$ cat src/rtl/timer_host_pkg.sv
package timer_host_pkg;

    localparam int ADDR_W = 2;
    localparam int BYTE_W = 8;

    typedef enum logic [1:0] {
        BUS_IDLE  = 2'd0,
        BUS_WRITE = 2'd1,
        BUS_READ  = 2'd2
    } bus_state_t;

    typedef enum logic {
        PTR_LOW  = 1'b0,
        PTR_HIGH = 1'b1
    } byte_ptr_t;

    typedef enum logic [1:0] {
        CMD_NONE     = 2'd0,
        CMD_PROG     = 2'd1,
        CMD_LATCH    = 2'd2,
        CMD_READBACK = 2'd3
    } cmd_kind_t;

    localparam logic [1:0] FMT_LATCH = 2'b00;
    localparam logic [1:0] FMT_LO    = 2'b01;
    localparam logic [1:0] FMT_HI    = 2'b10;
    localparam logic [1:0] FMT_LOHI  = 2'b11;

    typedef struct packed {
        logic [1:0] sel;
        logic [1:0] fmt;
        logic [2:0] mode;
        logic       bcd;
    } ctrl_byte_t;

endpackage

$ cat src/rtl/timer_host_bus_fsm.sv
module timer_host_bus_fsm
    import timer_host_pkg::*;
(
    input  logic              clk,
    input  logic              rst_n,
    input  logic              cs_n,
    input  logic              rd_n,
    input  logic              wr_n,
    input  logic [ADDR_W-1:0] addr,
    input  logic [BYTE_W-1:0] din,
    output logic              wr_commit,
    output logic              rd_commit,
    output logic              rd_active,
    output logic [ADDR_W-1:0] acc_addr,
    output logic [BYTE_W-1:0] acc_data
);

    bus_state_t state_q;
    bus_state_t state_d;
    logic       wr_done;
    logic       rd_done;

    always_comb begin
        state_d = state_q;
        unique case (state_q)
            BUS_IDLE: begin
                if (!cs_n && !wr_n && rd_n) begin
                    state_d = BUS_WRITE;
                end else if (!cs_n && !rd_n && wr_n) begin
                    state_d = BUS_READ;
                end
            end
            BUS_WRITE: begin
                if (cs_n || wr_n) begin
                    state_d = BUS_IDLE;
                end
            end
            BUS_READ: begin
                if (cs_n || rd_n) begin
                    state_d = BUS_IDLE;
                end
            end
            default: state_d = BUS_IDLE;
        endcase
    end

    always_ff @(posedge clk or negedge rst_n) begin
        if (!rst_n) begin
            state_q <= BUS_IDLE;
        end else begin
            state_q <= state_d;
        end
    end

    assign wr_done   = (state_q == BUS_WRITE) && !cs_n && wr_n;
    assign rd_done   = (state_q == BUS_READ) && !cs_n && rd_n;
    assign rd_active = (state_q == BUS_READ);

    always_ff @(posedge clk or negedge rst_n) begin
        if (!rst_n) begin
            wr_commit <= 1'b0;
            rd_commit <= 1'b0;
            acc_addr  <= '0;
            acc_data  <= '0;
        end else begin
            wr_commit <= wr_done;
            rd_commit <= rd_done;
            if ((state_q == BUS_IDLE) && (state_d != BUS_IDLE)) begin
                acc_addr <= addr;
            end
            if (state_d == BUS_WRITE) begin
                acc_data <= din;
            end
        end
    end


    wr_single_chk: assert property (@(posedge clk) disable iff (!rst_n)
        wr_commit |=> !wr_commit);


    rd_single_chk: assert property (@(posedge clk) disable iff (!rst_n)
        rd_commit |=> !rd_commit);


    wr_select_chk: assert property (@(posedge clk) disable iff (!rst_n)
        wr_commit |-> $past(!cs_n && wr_n));


    both_low_chk: assert property (@(posedge clk) disable iff (!rst_n)
        (state_q == BUS_IDLE && !cs_n && !rd_n && !wr_n) |=> (state_q == BUS_IDLE));

endmodule

$ cat src/rtl/timer_host_cmd_dec.sv
module timer_host_cmd_dec
    import timer_host_pkg::*;
#(
    parameter int NCH = 3
)
(
    input  logic              clk,
    input  logic              rst_n,
    input  logic              wr_commit,
    input  logic [ADDR_W-1:0] acc_addr,
    input  logic [BYTE_W-1:0] acc_data,
    output logic [NCH-1:0]    prog,
    output logic [NCH-1:0]    latch,
    output logic [NCH-1:0]    cnt_wr,
    output logic [1:0]        new_fmt,
    output logic [2:0]        new_mode,
    output logic              new_bcd,
    output logic              rb_stb,
    output logic              rb_cnt,
    output logic              rb_sts,
    output logic [2:0]        rb_sel
);

    localparam logic [ADDR_W-1:0] CTRL_ADDR = '1;

    ctrl_byte_t cb;
    cmd_kind_t  kind;
    logic       is_ctrl;

    assign cb      = ctrl_byte_t'(acc_data);
    assign is_ctrl = wr_commit && (acc_addr == CTRL_ADDR);

    always_comb begin
        if (!is_ctrl) begin
            kind = CMD_NONE;
        end else if (cb.sel == 2'b11) begin
            kind = CMD_READBACK;
        end else if (int'(cb.sel) >= NCH) begin
            kind = CMD_NONE;
        end else if (cb.fmt == FMT_LATCH) begin
            kind = CMD_LATCH;
        end else begin
            kind = CMD_PROG;
        end
    end

    for (genvar c = 0; c < NCH; c++) begin : g_chan
        assign prog[c]   = (kind == CMD_PROG)  && (cb.sel == 2'(c));
        assign latch[c]  = (kind == CMD_LATCH) && (cb.sel == 2'(c));
        assign cnt_wr[c] = wr_commit && (acc_addr == ADDR_W'(c));
    end

    assign new_fmt  = cb.fmt;
    assign new_mode = cb.mode;
    assign new_bcd  = cb.bcd;

    assign rb_stb = (kind == CMD_READBACK);
    assign rb_cnt = rb_stb && !acc_data[5];
    assign rb_sts = rb_stb && !acc_data[4];
    assign rb_sel = rb_stb ? acc_data[3:1] : 3'b000;


    one_cmd_chk: assert property (@(posedge clk) disable iff (!rst_n)
        $onehot0({rb_stb, |prog, |latch, |cnt_wr}));


    prog_fmt_chk: assert property (@(posedge clk) disable iff (!rst_n)
        (|prog) |-> (acc_data[5:4] != 2'b00 && acc_addr == CTRL_ADDR));

endmodule

$ cat src/rtl/timer_host_chan_seq.sv
module timer_host_chan_seq
    import timer_host_pkg::*;
(
    input  logic                clk,
    input  logic                rst_n,
    input  logic                prog,
    input  logic                wr_acc,
    input  logic                rd_acc,
    input  logic [1:0]          fmt_in,
    input  logic [2:0]          mode_in,
    input  logic                bcd_in,
    input  logic [2*BYTE_W-1:0] cnt_value,
    output logic [1:0]          cfg_fmt,
    output logic [2:0]          cfg_mode,
    output logic                cfg_bcd,
    output logic                wr_lo,
    output logic                wr_hi,
    output logic [BYTE_W-1:0]   rd_byte
);

    byte_ptr_t wr_ptr_q, wr_ptr_d;
    byte_ptr_t rd_ptr_q, rd_ptr_d;
    logic      rd_sel_hi;

    always_comb begin
        wr_ptr_d = wr_ptr_q;
        rd_ptr_d = rd_ptr_q;
        if (prog) begin
            wr_ptr_d = PTR_LOW;
            rd_ptr_d = PTR_LOW;
        end else begin
            if (wr_acc && cfg_fmt == FMT_LOHI) begin
                unique case (wr_ptr_q)
                    PTR_LOW:  wr_ptr_d = PTR_HIGH;
                    PTR_HIGH: wr_ptr_d = PTR_LOW;
                    default:  wr_ptr_d = PTR_LOW;
                endcase
            end
            if (rd_acc && cfg_fmt == FMT_LOHI) begin
                unique case (rd_ptr_q)
                    PTR_LOW:  rd_ptr_d = PTR_HIGH;
                    PTR_HIGH: rd_ptr_d = PTR_LOW;
                    default:  rd_ptr_d = PTR_LOW;
                endcase
            end
        end
    end

    always_ff @(posedge clk or negedge rst_n) begin
        if (!rst_n) begin
            wr_ptr_q <= PTR_LOW;
            rd_ptr_q <= PTR_LOW;
        end else begin
            wr_ptr_q <= wr_ptr_d;
            rd_ptr_q <= rd_ptr_d;
        end
    end

    always_ff @(posedge clk or negedge rst_n) begin
        if (!rst_n) begin
            cfg_fmt  <= FMT_LO;
            cfg_mode <= 3'd0;
            cfg_bcd  <= 1'b0;
        end else if (prog) begin
            cfg_fmt  <= fmt_in;
            cfg_mode <= mode_in;
            cfg_bcd  <= bcd_in;
        end
    end

    always_comb begin
        wr_lo = 1'b0;
        wr_hi = 1'b0;
        if (wr_acc) begin
            unique case (cfg_fmt)
                FMT_LO:   wr_lo = 1'b1;
                FMT_HI:   wr_hi = 1'b1;
                FMT_LOHI: begin
                    wr_lo = (wr_ptr_q == PTR_LOW);
                    wr_hi = (wr_ptr_q == PTR_HIGH);
                end
                default: ;
            endcase
        end
    end

    assign rd_sel_hi = (cfg_fmt == FMT_HI) ||
                       (cfg_fmt == FMT_LOHI && rd_ptr_q == PTR_HIGH);
    assign rd_byte   = rd_sel_hi ? cnt_value[2*BYTE_W-1:BYTE_W] : cnt_value[BYTE_W-1:0];


    ptr_clear_chk: assert property (@(posedge clk) disable iff (!rst_n)
        prog |=> (wr_ptr_q == PTR_LOW && rd_ptr_q == PTR_LOW));


    byte_excl_chk: assert property (@(posedge clk) disable iff (!rst_n)
        !(wr_lo && wr_hi));


    lohi_step_chk: assert property (@(posedge clk) disable iff (!rst_n)
        (wr_acc && cfg_fmt == FMT_LOHI) |=> (wr_ptr_q != $past(wr_ptr_q)));

endmodule

$ cat src/rtl/timer_host_if.sv
module timer_host_if
    import timer_host_pkg::*;
#(
    parameter int          NCH       = 3,
    parameter logic [7:0]  READ_FILL = 8'hFF
)
(
    input  logic                 clk,
    input  logic                 rst_n,
    input  logic                 cs_n,
    input  logic                 rd_n,
    input  logic                 wr_n,
    input  logic [1:0]           addr,
    input  logic [7:0]           din,
    input  logic [NCH*16-1:0]    cnt_value,
    output logic [7:0]           dout,
    output logic                 dout_en,
    output logic [NCH-1:0]       prog_stb,
    output logic [NCH*3-1:0]     cfg_mode,
    output logic [NCH-1:0]       cfg_bcd,
    output logic [NCH*2-1:0]     cfg_fmt,
    output logic [NCH-1:0]       latch_stb,
    output logic [NCH-1:0]       wr_lo_stb,
    output logic [NCH-1:0]       wr_hi_stb,
    output logic [7:0]           wr_byte,
    output logic [NCH-1:0]       rd_stb,
    output logic                 rb_stb,
    output logic                 rb_cnt,
    output logic                 rb_sts,
    output logic [2:0]           rb_sel
);

    localparam int CW = 2 * BYTE_W;

    logic              wr_commit;
    logic              rd_commit;
    logic              rd_active;
    logic [ADDR_W-1:0] acc_addr;
    logic [BYTE_W-1:0] acc_data;
    logic [NCH-1:0]    cnt_wr;
    logic [1:0]        new_fmt;
    logic [2:0]        new_mode;
    logic              new_bcd;
    logic [BYTE_W-1:0] rd_byte_arr [NCH];

    timer_host_bus_fsm i_bus (
        .clk       (clk),
        .rst_n     (rst_n),
        .cs_n      (cs_n),
        .rd_n      (rd_n),
        .wr_n      (wr_n),
        .addr      (addr),
        .din       (din),
        .wr_commit (wr_commit),
        .rd_commit (rd_commit),
        .rd_active (rd_active),
        .acc_addr  (acc_addr),
        .acc_data  (acc_data)
    );

    timer_host_cmd_dec #(.NCH(NCH)) i_dec (
        .clk       (clk),
        .rst_n     (rst_n),
        .wr_commit (wr_commit),
        .acc_addr  (acc_addr),
        .acc_data  (acc_data),
        .prog      (prog_stb),
        .latch     (latch_stb),
        .cnt_wr    (cnt_wr),
        .new_fmt   (new_fmt),
        .new_mode  (new_mode),
        .new_bcd   (new_bcd),
        .rb_stb    (rb_stb),
        .rb_cnt    (rb_cnt),
        .rb_sts    (rb_sts),
        .rb_sel    (rb_sel)
    );

    for (genvar c = 0; c < NCH; c++) begin : g_ch
        logic rd_acc;
        assign rd_acc    = rd_commit && (acc_addr == ADDR_W'(c));
        assign rd_stb[c] = rd_acc;

        timer_host_chan_seq i_seq (
            .clk       (clk),
            .rst_n     (rst_n),
            .prog      (prog_stb[c]),
            .wr_acc    (cnt_wr[c]),
            .rd_acc    (rd_acc),
            .fmt_in    (new_fmt),
            .mode_in   (new_mode),
            .bcd_in    (new_bcd),
            .cnt_value (cnt_value[c*CW +: CW]),
            .cfg_fmt   (cfg_fmt[c*2 +: 2]),
            .cfg_mode  (cfg_mode[c*3 +: 3]),
            .cfg_bcd   (cfg_bcd[c]),
            .wr_lo     (wr_lo_stb[c]),
            .wr_hi     (wr_hi_stb[c]),
            .rd_byte   (rd_byte_arr[c])
        );


        latch_keep_chk: assert property (@(posedge clk) disable iff (!rst_n)
            latch_stb[c] |=> ($stable(cfg_fmt[c*2 +: 2]) && $stable(cfg_mode[c*3 +: 3])
                              && $stable(cfg_bcd[c])));
    end

    assign wr_byte = acc_data;

    always_comb begin
        dout    = READ_FILL;
        dout_en = 1'b0;
        for (int c = 0; c < NCH; c++) begin
            if (rd_active && acc_addr == ADDR_W'(c)) begin
                dout    = rd_byte_arr[c];
                dout_en = 1'b1;
            end
        end
    end


    drive_src_chk: assert property (@(posedge clk) disable iff (!rst_n)
        $rose(dout_en) |-> $past(!cs_n && !rd_n));

endmodule

$ cat config.mk
export PLATFORM = sky130hd
export DESIGN_NAME = timer_host_if
export DESIGN_NICKNAME = d
export VERILOG_FILES = /design/src/rtl/timer_host_pkg.sv /design/src/rtl/timer_host_bus_fsm.sv /design/src/rtl/timer_host_cmd_dec.sv /design/src/rtl/timer_host_chan_seq.sv /design/src/rtl/timer_host_if.sv
export SDC_FILE = /design/constraint.sdc
export NUM_CORES = 1
export LEC_CHECK = 0
export BUFFER_PORTS_ARGS = -buffer_cell sky130_fd_sc_hd__buf_2
export CAP_MARGIN = 20
export CORE_AREA = 2 2 82 104
export CTS_BUF_LIST = sky130_fd_sc_hd__clkbuf_8
export DETAILED_ROUTE_END_ITERATION = 8
export DIE_AREA = 0 0 84 106
export SLEW_MARGIN = 25
export SYNTH_ARGS = -nofsm -noshare
export SYNTH_HDL_FRONTEND = slang
export SYNTH_SLANG_ARGS = --single-unit
$ cat constraint.sdc
create_clock -name clk -period 4.3 [get_ports clk]
set_clock_uncertainty 0.15 [all_clocks]
set_input_delay 0 -clock clk [delete_from_list [all_inputs] [get_ports clk]]
set_output_delay 0 -clock clk [all_outputs]
set_load 0.02 [all_outputs]
## Word level (Yosys, flattened, before mapping)

Index checks and enable logic that the tools add are counted.

| cells by class | value |
|---|---|
| $mul | 0 |
| equal/unequal tests | 21 |
| divide/modulo/power cells | 0 |
| $lt $le $gt $ge | 1 |
| add/subtract/negate cells | 0 |
| bitwise logic cells | 6 |
| multiplexer cells | 49 |
| shifts and indexed selects | 0 |
| reduce and logical (&&, ||, !) cells | 57 |

Operator list:

| cell | count |
|---|---|
| 2-to-1 mux 8 bit | 6 |
| logical AND 1 bit | 36 |
| equality test 2 bit (second input constant) | 13 |
| case mux 1 bit (2 select lines) | 12 |
| 2-to-1 mux 1 bit | 21 |
| equality test 2 x 1 -> 1 bit (second input constant) | 8 |
| 2-to-1 mux 2 bit | 8 |
| nonzero test 2 bit | 7 |
| logical NOT 2 bit | 4 |
| inverter 1 bit | 6 |
| case mux 2 bit (3 select lines) | 1 |
| logical NOT 1 bit | 5 |
| logical OR 1 bit | 5 |
| 2-to-1 mux 3 bit | 1 |
| >= comparator 2 bit (second input constant) | 1 |

| word-level totals | value |
|---|---|
| memories kept | 0 |
| ROM bits | 0 |
| bits in latches | 0 |
| flip-flop bits (word level) | 38 |
| memory bits (writable) | 0 |
| output and inout bits | 56 |

## Depth between registers and ports, before layout

Gate-level depths: netlist of run 1.

| depth | value |
|---|---|
| word-level depth | 8 |
| gate-level depth with buffers | 6 |

## Modules after synthesis

Synthesis of run 1 repeated with hierarchy kept, for this count alone.

| second synthesis, totals | value |
|---|---|
| cell total of the unflattened synthesis | 211 |
| area, all modules | 2334.7 um^2 |

Modules (own cells, without submodules):

| module | area an instance (um^2) | seq. area each (um^2) | cells an instance | times used |
|---|---|---|---|---|
| timer_host_chan_seq | 437.9 | 201.4 | 37 | 3 |
| timer_host_bus_fsm | 541.8 | 350.3 | 36 | 1 |
| timer_host_if | 280.3 | 0.0 | 37 | 1 |
| timer_host_cmd_dec | 198.9 | 0.0 | 27 | 1 |

## Worst setup path before layout of run 1

Ideal clock, no wire load.

| path | value |
|---|---|
| path kind | reg-to-output |
| from | reg g_ch[2].i_seq.cfg_fmt[0] |
| to | out dout[0] |
| stages on the path, launching flop included | 6 |
| arrival | 1648 ps |
| data required time | 4150 ps |
| path slack | 2502 ps |
| path through | dfstp_2 -> nand2b_1 -> clkbuf_1 -> nand2_1 -> nand2_1 -> a211oi_1 |

| on the way | value |
|---|---|
| cells in the longest elaborated chain, start to end | 5 |

RTL lines:

| what | RTL line | source |
|---|---|---|
| start, declared | timer_host_chan_seq.sv:13 | `output logic [1:0] cfg_fmt,` |
| start signal, assigned | timer_host_chan_seq.sv:65 | `cfg_fmt <= fmt_in;` |
| equality test 2 bit | timer_host_chan_seq.sv:88 | `(cfg_fmt == FMT_LOHI && rd_ptr_q == PTR_HIGH);` |
| logical AND 1 bit | timer_host_chan_seq.sv:88 |  |
| logical OR 1 bit (*) | timer_host_chan_seq.sv:87 | `assign rd_sel_hi = (cfg_fmt == FMT_HI) \|\|` |
| 2-to-1 mux 8 bit (*) | timer_host_chan_seq.sv:89 | `assign rd_byte = rd_sel_hi ? cnt_value[2*BYTE_W-1:BYTE_W] : cnt_value[BYTE_W-1:0];` |
| 2-to-1 mux 8 bit (*) | timer_host_if.sv:114 | `if (rd_active && acc_addr == ADDR_W'(c)) begin` |
| end, declared | timer_host_if.sv:16 | `output logic [7:0] dout,` |

Every way passes the cells marked *; elsewhere a longest branch is shown, timed or not.

## Worst setup path in the final report of run 1

| path | value |
|---|---|
| from | reg g_ch[0].i_seq.cfg_fmt[0] |
| to | out dout[3] |

| on the way | value |
|---|---|
| cells in the longest elaborated chain, start to end | 7 |

RTL lines:

| what | RTL line |
|---|---|
| start, declared | timer_host_chan_seq.sv:13 |
| start signal, assigned | timer_host_chan_seq.sv:65 |
| equality test 2 bit | timer_host_chan_seq.sv:88 |
| logical AND 1 bit | timer_host_chan_seq.sv:88 |
| logical OR 1 bit (*) | timer_host_chan_seq.sv:87 |
| 2-to-1 mux 8 bit (*) | timer_host_chan_seq.sv:89 |
| 2-to-1 mux 8 bit (*) (3 in a row) | timer_host_if.sv:114 |

Marked as above.

==> results_dict.tcl, run 1 <==
set metrics [dict create \
    status "completed" \
    grt_use_total 0.145 \
    numPlacedInstances 417 \
    clockPowerShare 0.275 \
    remaining_drc_errors 0 \
    routedWlPerCell_um 14.8 \
    rrSetupSlack_ps 2280 \
    maxSlewViolCount 0 \
    die_area_mm2 0.00890 \
    synth_top_area_frac 0.391 \
    ctsResizeCount 0 \
    antenna_found_initial 0 \
    wl_mm 6.53 \
    clock_latency_ps 280 \
    holdBufCountCts 15 \
    area_delta_synth_final_pct 36.2 \
    path_class "reg2out" \
    synthArstFlopShare 1.00 \
    grt_busiest_layer "met2" \
    ys_seq_area_frac 0.426 \
    swShare 0.321 \
    vias 2127 \
    cts_buffers 5 \
    combPwrFrac 0.237 \
    critPathMaxFanout 9 \
    cts_root_buf "clkbuf_8" \
    clkTransAtPathRegs_ps 70 \
    path_common_cell "a211oi_1" \
    hpwl_mm 5.09 \
    synth.net_count 286 \
    fin_ws_ps 2150 \
    die_h_um 106 \
    synth_edf_count 0 \
    die_x_um 84 \
    ant_nets 0 \
    cp_slowest_cell "dfstp_2" \
    routed_via_density 4.83 \
    fin_setup_tns_ps 0 \
    hold_violations 0 \
    peakVddDrop_mv 0.185 \
    yosysMostFrequentCell "dfrtp_1" \
    grt_pass1_vias 2084 \
    drt_iter0_drc 90 \
    synth_seq_cells 38 \
    grt_pass1_wl_mm 10.3 \
    seqPwrFrac 0.488 \
    finalNetCount 405 \
    maxCapViolations 0 \
    synthDistinctLibCells 32 \
    final.min_clock_period_ps 2150 \
    period_share 0.499 \
    grt_max_degree 39 \
    placed_area_mm2 0.00280 \
    io_pins 119 \
    power_leakage_nw 1.60 \
    hold_path.class "in2async" \
    start_util 0.279 \
    whs_ps 194 \
    fp-row-count 37 \
    power.net_switching_w 0.000293 \
    routabilityCongestion 0.903 \
    cts_tree "yes" \
    postCtsSetupBuffers 0 \
    layout.cells.non_filler 440 \
    grt_util_met2 0.253 \
    worstReg2RegEnd "g_ch[0].i_seq.cfg_fmt[1]$_DFFE_PN0P_" \
    io_buffers 118 \
    synth.area.top_cells "dfrtp_1, mux2_2, a211oi_1, buf_4, and3_1" \
    required_ps 4150 \
    timing.critical_path.arrival_ps 2000 \
    clk_path_buf_depth 2 \
    grt_use_met1 0.173 \
    slowest_delay_ps 580 \
    p_per_area_mw_per_mm2 299 \
    synth_area_mm2 0.00224 \
    syn_inst 223 \
    r2r-start "i_bus.wr_commit$_DFF_PN0_" \
    synth-main-ff-cell "dfrtp_1" \
    tightestPinTransition_ps 825 \
    synth_common_cells "dfrtp_1, a211oi_1, mux2_2, nand2_1" \
    diodes 0 \
    grt_overflow 0 \
    core-area_mm2 0.00801 \
    critPathCaptureType "output pin" \
    grt_use_met3 0.0303 \
    place_ws_ps 2280 \
    max_slew_margin 0.447 \
    reg2reg_depth 5 \
    clock.fmax_mhz 466 \
    yosysWarnings 0 \
    setup_viol 0 \
    cp_cell_sequence "nand2b_1 > nand2_1 > a211oi_1 > a211oi_1 > buf_2" \
    yosys.area.top_type "dfrtp_1" \
    startpoint_type "register" \
    p_int_w 0.000618 \
    drt-pass1-iter-count 4 \
    final_area_mm2 0.00305 \
    drive_above_1_share 0.472 \
    htree_levels 2 \
    cts_sinks 38 \
    rsz0062_at_grt "false" \
    avgSynthCellArea_um2 10.0 \
]
through the flow:
step	utilization	total power, W
finish	0.381	0.000910
global route	0.381	0.000970
CTS	0.381	0.000923
detailed placement	0.350	0.000659
global placement	0.350	0.000655
floorplan	-	0.000564
routing by layer:
layer / vias to the layer above / wire length (um)
li1: 1033 / -
met1: 971 / 2710
met2: 111 / 3220
met3: 12 / 447
met4: 0 / 152
met5: - / 0
sequential cells by signal, summed over array words and instances, names as in the netlist:
| signal | count |
|---|---|
| g_ch.i_seq.cfg_bcd | 3 |
| i_bus.wr_commit | 1 |
| g_ch.i_seq.rd_ptr_q | 3 |
| g_ch.i_seq.cfg_mode | 9 |
| i_bus.acc_addr | 2 |
| i_bus.acc_data | 8 |
| g_ch.i_seq.wr_ptr_q | 3 |
| g_ch.i_seq.cfg_fmt | 6 |
| i_bus.state_q | 2 |
| i_bus.rd_commit | 1 |
worst max-delay path by stage:
stage / start / slack [ps] / endpoint
floorplan: g_ch[2].i_seq.cfg_fmt[0]$_DFFE_PN1P_ / 2500 / dout[0]
global placement: i_bus.wr_commit$_DFF_PN0_ / 2340 / g_ch[0].i_seq.cfg_fmt[1]$_DFFE_PN0P_
detailed placement: i_bus.wr_commit$_DFF_PN0_ / 2280 / g_ch[0].i_seq.cfg_fmt[1]$_DFFE_PN0P_
CTS: g_ch[0].i_seq.cfg_fmt[0]$_DFFE_PN1P_ / 2160 / dout[3]
global route: i_bus.state_q[0]$_DFF_PN0_ / 1960 / dout[3]
finish: g_ch[0].i_seq.cfg_fmt[0]$_DFFE_PN1P_ / 2150 / dout[3]
power by group through the flow:
stage	sequential, W	clock, W	combinational [W]
finish	0.000445	0.000250	0.000216
CTS	0.000446	0.000260	0.000217
detailed placement	0.000453	0	0.000206
floorplan	0.000464	0	0.0000998
global placement	0.000450	0	0.000205
global route	0.000455	0.000281	0.000234
final cells by class:
| cell class | instances | area (um2) |
|---|---|---|
| Clock inverter | 2 | 12.5 |
| Clock buffer | 6 | 82.6 |
| Fill cell | 802 | 4960 |
| Inverter | 6 | 27.5 |
| Timing Repair Buffer | 133 | 741 |
| Tap cell | 97 | 121 |
| Sequential cell | 38 | 955 |
| Multi-Input combinational cell | 158 | 1110 |
critical path, delay by kind of cell, from the launching register on:
family / cells / cell delay (ps)
simple gates: 2 / 470
compound gates: 2 / 440
flops: 1 / 580
buf+inv: 1 / 220
kinds of logic after synthesis:
family          after synthesis  synth area share
xor+xnor                      7            0.0274
simple gates                 82             0.192
buf+inv                      27            0.0777
compound gates               41             0.129
mux                          28             0.148
flops                        38             0.426
cell usage in the layout, fill, tap and decap left out, drive strengths merged, types with 6 or more instances in the layout:
master	count
clkbuf	6
a31oi	8
buf	118
inv	6
xor2	6
and3	17
dlygate4sd3	15
nand4	6
mux2	28
nand2	19
a211oi	27
dfrtp	35
and2	6
nor2	18
(Power assumes the default switching activity.)
==> run 2: changes to the inputs <==
- ABC_AREA: not set -> 1
- CORE_AREA: 2 2 82 104 -> 2 2 86 108
- DIE_AREA: 0 0 84 106 -> 0 0 88 110
- clock period: 4.3 -> 2.1 ns (I/O delays scaled with it)
==> run 2 against run 1 <==
Compared with the run above:
- clock power is 100% higher
- register-to-register slack worse by 1800 ps
- utilization is 0.22 points higher
- global-route usage is 0.55 points lower
- die area is 8.7% higher
- cell area is 8.1% higher
- critical path type unchanged
- largest power group unchanged
==> results_dict.tcl, run 2 <==
set metrics [dict create \
    ant_nets 0 \
    synthDistinctLibCells 24 \
    diodes 0 \
    critPathCaptureType "output pin" \
    required_ps 1950 \
    power.net_switching_w 0.000615 \
    maxCapViolations 0 \
    synth_seq_cells 38 \
    drt_iter0_drc 69 \
    clk_path_buf_depth 2 \
    tightestPinTransition_ps 841 \
    largest_register "g_ch.i_seq.cfg_mode" \
    final.min_clock_period_ps 1930 \
    critPathTopFamily "simple AND/OR/NAND/NOR gates" \
    synth.area.top_cells "dfrtp_1, nand2_1, nand3_1, nor2_1, o21ai_2" \
    io_pins 119 \
    routed_via_density 4.33 \
    path_common_cell "nand2_1" \
    max_slew_margin 0.439 \
    layout.cells.non_filler 581 \
    critPathMaxFanout 9 \
    wl_mm 6.97 \
    yosysWarnings 0 \
    fin_setup_tns_ps 0 \
    clock_latency_ps 280 \
    area_delta_synth_final_pct 34.6 \
    synth_edf_count 0 \
    routabilityCongestion 0.823 \
    p_per_area_mw_per_mm2 555 \
    place_ws_ps 380 \
    slowest_delay_ps 580 \
    top_regs "g_ch.i_seq.cfg_mode: 9 flops, i_bus.acc_data: 8 flops, g_ch.i_seq.cfg_fmt: 6 flops" \
    postCtsSetupBuffers 0 \
    synth.net_count 403 \
    cts_tree "yes" \
    cp.depth 7 \
    synth-main-ff-cell "dfrtp_1" \
    peakVddDrop_mv 0.367 \
    p_int_w 0.00121 \
    die_area_mm2 0.00968 \
    io_buffers 118 \
    period_share 0.921 \
    cts_sinks 38 \
    synth_top_area_frac 0.358 \
    clock.fmax_mhz 517 \
    cts_buffers 5 \
    vias 2517 \
    core-area_mm2 0.00861 \
    htree_levels 2 \
    hold_violations 0 \
    final_area_mm2 0.00330 \
    combPwrFrac 0.259 \
    maxSlewViolCount 0 \
    ys_seq_area_frac 0.390 \
    clkTransAtPathRegs_ps 70 \
    grt_pass1_wl_mm 10.6 \
    cp_slowest_cell "dfstp_2" \
    numPlacedInstances 558 \
    antenna_found_initial 0 \
    hold_path.class "in2async" \
    startpoint_type "register" \
    routedWlPerCell_um 12.0 \
    grt_use_total 0.140 \
    yosysMostFrequentCell "nand2_1" \
    clockPowerShare 0.276 \
    swShare 0.336 \
    avgSynthCellArea_um2 7.20 \
    syn_inst 340 \
    timing.critical_path.arrival_ps 1780 \
    hpwl_mm 5.51 \
    yosys.area.top_type "dfrtp_1" \
    fp-row-count 38 \
    remaining_drc_errors 0 \
    grt_max_degree 39 \
    cp_cell_sequence "nand2_1 > nand2_4 > nand2_1 > nand3_1 > nand2_1 > nor2_1 > buf_2" \
    path_buf_inv 1 \
    whs_ps 209 \
    synthArstFlopShare 1.00 \
    final_cell_mix "buf_2, nand2_1, nor2_1" \
    synth_area_mm2 0.00245 \
    reg2reg_depth 5 \
    grt_overflow 0 \
    fin_ws_ps 165 \
    setup_viol 0 \
    rsz0062_at_grt "false" \
    grt_pass1_vias 2265 \
    rrSetupSlack_ps 510 \
    die_x_um 88 \
    start_util 0.285 \
    drt-pass1-iter-count 4 \
    synth_common_cells "nand2_1, nor2_1, nand3_1, inv_1, dfrtp_1" \
    layout_commonest_cell "buf_2" \
    status "completed" \
    power_leakage_nw 1.83 \
    largest_reg_flops 9 \
    finalNetCount 523 \
    seqPwrFrac 0.464 \
    drive_above_1_share 0.354 \
    cts_root_buf "clkbuf_8" \
    die_h_um 110 \
    placed_area_mm2 0.00303 \
    path_class "reg2out" \
]
run 2: changes by cell type after synthesis, sizes merged, moves of 6 or more:
cell,change
nor2,+36
and3,-17
nand3,+43
a211oi,-24
a31oi,-8
and2,-6
inv,+33
mux2,-28
o21ai,+25
nand2,+78
run 2: cell families (layout without fill, tap and decap cells):
kind of cell | after synthesis | in the layout | share of synthesized area
compound gates | 36 | 36 | 0.106
buf+inv | 63 | 184 | 0.134
xor+xnor | 1 | 1 | 0.00358
simple gates | 202 | 202 | 0.367
flops | 38 | 38 | 0.390
run 2: cell type report:
class	count	area [um2]
clock buffer	6	82.6
tap	120	150
inverter	40	150
fill	906	5310
multi-input combinational	239	1190
clock inverter	2	8.76
timing repair buffer	136	763
sequential	38	955
run 2: metal layers:
layer / GRT usage / part of all wire / vias to the layer above
met1: 0.158 / 0.40 / 1092
li1: - / - / 1307
met2: 0.259 / 0.49 / 107
met3: 0.0261 / 0.081 / 11
met5: 0 / 0 / -
met4: 0.0505 / 0.024 / 0
run 2: power groups by stage:
| stage | logic, W | registers, W | clock network, W |
|---|---|---|---|
| 2_1_floorplan | 0.000235 | 0.000894 | 0 |
| 3_3_place_gp | 0.000444 | 0.000861 | 0 |
| 3_5_place_dp | 0.000453 | 0.000863 | 0 |
| 4_1_cts | 0.000474 | 0.000850 | 0.000531 |
| 5_1_grt | 0.000529 | 0.000860 | 0.000565 |
| 6_report | 0.000474 | 0.000849 | 0.000506 |
run 2: per-stage QoR:
stage | utilization | power (W)
after floorplan | - | 0.00113
after global placement | 0.353 | 0.00130
after detailed placement | 0.353 | 0.00132
after CTS | 0.381 | 0.00185
after global routing | 0.383 | 0.00195
final | 0.383 | 0.00183
run 2: timing repair:
item / CTS / global route
hold endpoints to repair: 48 / 0
hold buffers: 15 / 0
endpoints found under the setup margin: 0 / 8
resized for setup: 0 / 6
run 2: path summary, 6_finish.rpt:
path,startpoint,end
worst max-delay path,g_ch[0].i_seq.cfg_fmt[0]$_DFFE_PN1P_,dout[0]
worst min-delay path,rst_n,g_ch[1].i_seq.cfg_bcd$_DFFE_PN0P_
worst max register to register,i_bus.acc_addr[1]$_DFFE_PN0P_,g_ch[0].i_seq.wr_ptr_q$_DFFE_PN0P_
worst min register to register,g_ch[1].i_seq.cfg_mode[2]$_DFFE_PN0P_,g_ch[1].i_seq.cfg_mode[2]$_DFFE_PN0P_
max in group asynchronous,rst_n,i_bus.acc_addr[1]$_DFFE_PN0P_
min in group clk,cnt_value[5],dout[5]
